===== src/rtl/lms_tdm_pkg.sv =====
package lms_tdm_pkg;
   // Two-cycle sequence for every accepted sample
   typedef enum logic {
      PH_ERR = 1'b0,   // accept cycle: products go to the adder tree
      PH_UPD = 1'b1    // update cycle: products go to the weight adders
   } lms_phase_t;

   function automatic int unsigned tree_leaves(input int unsigned n);
      return 1 << $clog2(n);
   endfunction
endpackage


===== src/rtl/lms_tap_line.sv =====
module lms_tap_line #(
   parameter int NTAPS = 8,
   parameter int DW    = 12
) (
   input  logic                       clk,
   input  logic                       rst,
   input  logic                       shift_en,
   input  logic [DW-1:0]              din,
   output logic [NTAPS-1:0][DW-1:0]   taps
);
   // taps[0] holds the newest accepted sample
   always_ff @(posedge clk) begin
      if (rst) begin
         taps <= '0;
      end else if (shift_en) begin
         taps <= {taps[NTAPS-2:0], din};
      end
   end
endmodule


===== src/rtl/lms_mac_bank.sv =====
module lms_mac_bank #(
   parameter int NTAPS     = 8,
   parameter int DW        = 12,
   parameter int INC_SHIFT = 6
) (
   input  logic                        clk,
   input  logic                        rst,
   input  logic                        upd,
   input  logic [NTAPS-1:0][DW-1:0]    xvec,
   input  logic [DW-1:0]               mu_err,
   output logic [NTAPS-1:0][DW-1:0]    weights,
   output logic [NTAPS-1:0][2*DW-1:0]  fir_prod
);
   localparam int PW = 2 * DW;

   for (genvar k = 0; k < NTAPS; k++) begin : g_tap
      logic signed [DW-1:0] w_q;
      logic signed [DW-1:0] coef_op;
      logic signed [PW-1:0] prod;
      logic signed [PW-1:0] upd_prod;

      // operand multiplexer: weight in the accept cycle, scaled error in the update cycle
      assign coef_op = upd ? $signed(mu_err) : w_q;
      assign prod    = $signed(xvec[k]) * coef_op;

      // product demultiplexer
      assign fir_prod[k] = upd ? '0 : prod;
      assign upd_prod    = upd ? prod : '0;

      always_ff @(posedge clk) begin
         if (rst) begin
            w_q <= '0;
         end else if (upd) begin
            w_q <= w_q + DW'(upd_prod >>> INC_SHIFT);
         end
      end

      assign weights[k] = w_q;
   end
endmodule


===== src/rtl/lms_adder_tree.sv =====
module lms_adder_tree #(
   parameter int NTAPS = 8,
   parameter int IW    = 24,
   parameter int OW    = 27
) (
   input  logic [NTAPS-1:0][IW-1:0] terms,
   output logic [OW-1:0]            sum
);
   import lms_tdm_pkg::*;
   localparam int P  = tree_leaves(NTAPS);
   localparam int LV = $clog2(P);

   for (genvar l = 0; l <= LV; l++) begin : g_lvl
      logic signed [OW-1:0] s [0:(P>>l)-1];
      if (l == 0) begin : g_leaf
         for (genvar i = 0; i < P; i++) begin : g_in
            if (i < NTAPS) begin : g_used
               assign s[i] = {{(OW-IW){terms[i][IW-1]}}, terms[i]};
            end else begin : g_pad
               assign s[i] = '0;
            end
         end
      end else begin : g_add
         for (genvar i = 0; i < (P>>l); i++) begin : g_node
            assign s[i] = g_lvl[l-1].s[2*i] + g_lvl[l-1].s[2*i+1];
         end
      end
   end

   assign sum = g_lvl[LV].s[0];
endmodule


===== src/rtl/lms_tdm_filter.sv =====
module lms_tdm_filter #(
   parameter int NTAPS    = 8,
   parameter int DW       = 12,
   parameter int X_FRAC   = 8,
   parameter int W_FRAC   = 10,
   parameter int MU_SHIFT = 3
) (
   input  logic          clk,
   input  logic          rst,
   input  logic          in_valid,
   input  logic [DW-1:0] x_in,
   input  logic [DW-1:0] d_in,
   output logic          out_valid,
   output logic [DW-1:0] y_out,
   output logic [DW-1:0] e_out
);
   import lms_tdm_pkg::*;

   localparam int PW        = 2 * DW;
   localparam int AW        = PW + $clog2(tree_leaves(NTAPS));
   localparam int INC_SHIFT = 2 * X_FRAC - W_FRAC;

   // elaboration-time parameter checks
   if (NTAPS < 2) begin : g_bad_ntaps
      $error("NTAPS must be at least 2");
   end
   if (DW < 4) begin : g_bad_dw
      $error("DW must be at least 4");
   end
   if (MU_SHIFT < 0 || MU_SHIFT >= DW) begin : g_bad_mu
      $error("MU_SHIFT must lie in [0, DW)");
   end
   if (INC_SHIFT < 0 || INC_SHIFT >= PW) begin : g_bad_inc
      $error("2*X_FRAC - W_FRAC must lie in [0, 2*DW)");
   end
   if (W_FRAC + DW > AW) begin : g_bad_wfrac
      $error("W_FRAC too large for the accumulator width");
   end

   lms_phase_t ph;
   logic ph_upd;
   logic accept;

   logic [NTAPS-1:0][DW-1:0]   taps;
   logic [NTAPS-1:0][DW-1:0]   xvec;
   logic [NTAPS-1:0][DW-1:0]   weights;
   logic [NTAPS-1:0][2*DW-1:0] fir_prod;
   logic signed [AW-1:0]       acc_sum;
   logic signed [DW-1:0]       y_now;
   logic signed [DW-1:0]       e_now;
   logic signed [DW-1:0]       mu_e_now;
   logic        [DW-1:0]       mu_e_q;
   logic [DW-1:0]              tap_head;
   logic [DW-1:0]              w_first;

   assign ph_upd = (ph == PH_UPD);
   assign accept = in_valid && !ph_upd;

   lms_tap_line #(.NTAPS(NTAPS), .DW(DW)) u_line (
      .clk      (clk),
      .rst      (rst),
      .shift_en (accept),
      .din      (x_in),
      .taps     (taps)
   );

   // In the accept cycle the vector is the offered sample plus the older taps;
   // in the update cycle it is the shifted line, which holds the same values.
   for (genvar k = 0; k < NTAPS; k++) begin : g_vec
      if (k == 0) begin : g_head
         assign xvec[k] = ph_upd ? taps[0] : x_in;
      end else begin : g_rest
         assign xvec[k] = ph_upd ? taps[k] : taps[k-1];
      end
   end

   lms_mac_bank #(.NTAPS(NTAPS), .DW(DW), .INC_SHIFT(INC_SHIFT)) u_mac (
      .clk      (clk),
      .rst      (rst),
      .upd      (ph_upd),
      .xvec     (xvec),
      .mu_err   (mu_e_q),
      .weights  (weights),
      .fir_prod (fir_prod)
   );

   lms_adder_tree #(.NTAPS(NTAPS), .IW(PW), .OW(AW)) u_tree (
      .terms (fir_prod),
      .sum   (acc_sum)
   );

   assign y_now    = DW'(acc_sum >>> W_FRAC);
   assign e_now    = $signed(d_in) - y_now;
   assign mu_e_now = e_now >>> MU_SHIFT;

   always_ff @(posedge clk) begin
      if (rst) begin
         ph        <= PH_ERR;
         out_valid <= 1'b0;
         y_out     <= '0;
         e_out     <= '0;
         mu_e_q    <= '0;
      end else begin
         out_valid <= accept;
         if (accept) begin
            ph     <= PH_UPD;
            y_out  <= y_now;
            e_out  <= e_now;
            mu_e_q <= mu_e_now;   // register that breaks the adaptation loop
         end else begin
            ph <= PH_ERR;
         end
      end
   end

   assign tap_head = taps[0];
   assign w_first  = weights[0];
endmodule


===== config.mk =====
export PLATFORM = sky130hd
export DESIGN_NAME = lms_tdm_filter
export DESIGN_NICKNAME = d
export VERILOG_FILES = /design/src/rtl/lms_tdm_pkg.sv /design/src/rtl/lms_tap_line.sv /design/src/rtl/lms_mac_bank.sv /design/src/rtl/lms_adder_tree.sv /design/src/rtl/lms_tdm_filter.sv
export SDC_FILE = /design/constraint.sdc
export NUM_CORES = 2
export LEC_CHECK = 0
export ABC_CLOCK_PERIOD_IN_PS = 15900
export BUFFER_PORTS_ARGS = -buffer_cell sky130_fd_sc_hd__buf_2
export CORE_UTILIZATION = 35
export CTS_CLUSTER_SIZE = 40
export DETAILED_ROUTE_END_ITERATION = 10
export PLACE_DENSITY_LB_ADDON = 0.05
export SETUP_SLACK_MARGIN = 0.05
export SYNTH_ARGS = -nofsm -noshare
export SYNTH_HDL_FRONTEND = slang
export SYNTH_SLANG_ARGS = --single-unit

===== constraint.sdc =====
create_clock -name clk -period 15.9 [get_ports clk]
set_input_delay 1.59 -clock clk [delete_from_list [all_inputs] [get_ports clk]]
set_output_delay 1.59 -clock clk [all_outputs]
set_load 0.05 [all_outputs]

==> reports/metrics.yaml <==
status: "finished, final reports clean"
grt_pass1_vias: 46800
leakagePower_uw: 0.0284
rows: 148
htreeDepth: 2
worstReg2RegStart: "out_valid"
syn_area_sq_um: 57500
syn_inst: 6811
path_max_fanout: 52
syn_area_per_cell_sq_um: 8.44
root_buffer: "clkbuf_16"
io_pins: 52
start_kind: "flop"
yosys_register_bits: 217
cts_buffer_depth: 3
rsz0062_at_grt: "false"
synthArstFlopShare_pct: 0
cts_resized: 0
startpoint: "out_valid"
m1WireLength_um: 104000
drt-initial-drc-count: 3190
cts_buffers: 36
grt_pass1_wl_um: 319000
holdCritStartpoint: "e_out[1]"
top_layer: "met4"
wire_per_inst_um: 23.6
max_freq_ghz: 0.0738
cp_common_cell: "fa_1"
multi_input_area_sq_um: 46900
clock_latency_ps: 630
total_power_uw: 3920
drt-total-wl_um: 213000
synth_cell_type_count: 71
cp.arrival_ps: 14080
synth-seq-area-share_pct: 7.56
seqCellArea_sq_um: 4350
die_area_sq_um: 166000
clkTransAtPathRegs_ps: 60
worstHoldPathType: "reg -> reg"
worst_pin_slew_ps: 1230
ant_nets: 0
fin_crit_sh_pct: 85.3
slowest_stage: "nand2_1"
drive_gt1_share_pct: 5.21
avgViaCountPerCell: 4.96
die_width_um: 407
setup_tns_ps: 0
dr.pass1.iters: 5
holdWs_ps: 450
clock-sinks: 217
hold_buffers: 0
cp-end-kind: "flop"
critPathMaxStageDelay_ps: 920
route.detailed.drc: 0
skew_ps: 54.7
peakVddDrop_v: 0.000111
critPathRequiredTime_ps: 16420
dr_total_vias: 44700
io_buffers: 51
synth_edf_count: 0
p_per_area_nw_per_um2: 63.6
final_nets: 8496
initial_core_util_pct: 35.3
post-route-util_pct: 37.9
final-hold-violation-count: 0
yosys_warnings: 0
dieHeight_um: 407
maxCapViolCount: 0
layout.cells.non_filler: 9017
post_cts_buffers: 0
grt_overflow: 0
cts_tree: "built"
grt.total_usage_pct: 26.1
dpl.cell_count: 8949
finalSetupViolCount: 0
period_needed_ps: 13560
syn_nets: 8495
dp_hpwl_um: 180000
critPathKind: "reg -> reg"
fillers: 17000
antenna_found_initial: 16
synth_top_flop_cell: "dfxtp_1"
grt_max_degree: 116
syn_to_final_growth_pct: 7.32
slew-limit-headroom_pct: 17.8
gp_congestion: 0.910
met2_wirelength_um: 94200
met3_length_um: 10600
slew_viol_final: 0
coreArea_sq_um: 163000
[layout by cell type, fill, tap and decap left out, types with 10 or more instances in the layout]
master	netlist	layout
o21a_1	20	20
inv_1	1463	1463
buf_4	2	89
clkbuf_16	0	36
nor3_1	16	16
mux2_2	88	88
a211oi_1	16	16
o21ai_0	94	94
xnor2_1	228	228
nand2_1	1180	1178
mux2i_1	88	88
nand2b_1	29	29
or3_1	31	31
xor2_1	63	63
nor2_1	608	608
dfxtp_1	217	216
a21boi_0	17	17
nor2b_1	59	58
a21o_1	65	65
and2_1	68	68
o21ai_1	14	14
ha_1	503	503
or2_2	29	29
buf_2	1	50
a21oi_1	429	429
fa_1	1154	1154
a31oi_1	10	10
o21bai_1	45	45
[cells by family after synthesis]
family | count (synthesis) | synth area share, %
AO/OA/AOI/OAI | 748 | 7.52
XOR/XNOR | 302 | 4.81
adder cells (fa/ha/maj) | 1658 | 51.2
buffers and inverters | 1646 | 10.8
flip-flops | 217 | 7.56
multiplexers | 182 | 3.45
AND/OR/NAND/NOR | 2058 | 14.6
[synthesized netlist by cell type (65+ instances only)]
cell,n,share of area (%)
nor2_1,608,4.0
mux2_2,88,1.7
a21oi_1,429,3.7
a21o_1,65,0.85
nand2_1,1180,7.7
clkbuf_1,151,0.99
dfxtp_1,217,7.6
inv_1,1463,9.6
fa_1,1154,40
and2_1,68,0.74
mux2i_1,88,1.5
ha_1,503,11
o21ai_0,94,0.82
xnor2_1,228,3.5
[final timing paths]
| check | end | slack, ps | depth (start not counted) |
|---|---|---|---|
| worst max register to register | e_out[11] | 2340 | 39 |
| worst max-delay path | e_out[11] | 2340 | 39 |
| worst min-delay path | e_out[1] | 450 | 2 |
| worst min register to register | e_out[1] | 450 | 2 |
[registers in the layout, summed over array words and instances (netlist names)]
signal	flops
y_out	12
e_out	12
u_mac.g_tap.w_q	96
out_valid	1
u_line.taps	96
[critical path: cells and delay by family (launching register included)]
| family | cells | cell delay (ps) |
|---|---|---|
| xor+xnor | 3 | 970 |
| buf+inv | 6 | 820 |
| fa+ha+maj | 13 | 5820 |
| flops | 1 | 600 |
| simple gates | 7 | 2840 |
| compound gates | 10 | 2340 |
[per-stage QoR]
stage               worst slack (ps)  instance area [sq um]
global placement                2410                  60400
finish                          2340                  61700
CTS                             2330                  61600
global route                    1880                  61600
detailed placement              2410                  60400
floorplan                       3750                  57500
[where the power goes]
group,internal (uW),switching (uW)
clock network,504,357
registers,571,42.9
logic,909,1540
[metal layers]
| metal | up-vias | global-route usage [%] |
|---|---|---|
| met5 | - | 0 |
| met4 | 0 | 5.32 |
| met3 | 137 | 2.41 |
| met2 | 1035 | 40.3 |
| met1 | 23000 | 39.5 |
| li1 | 20500 | - |
[area by class of cell]
| cell class | count | share of cell area, % |
|---|---|---|
| Sequential cell | 217 | 7.05 |
| Tap cell | 2175 | 4.41 |
| Clock buffer | 43 | 1.58 |
| Multi-Input combinational cell | 4948 | 76.1 |
| Timing Repair Buffer | 140 | 1.51 |
| Inverter | 1469 | 8.98 |
| Clock inverter | 20 | 0.369 |
| Antenna cell | 5 | 0.0203 |
No activity file was read; power rests on OpenSTA's default activity.
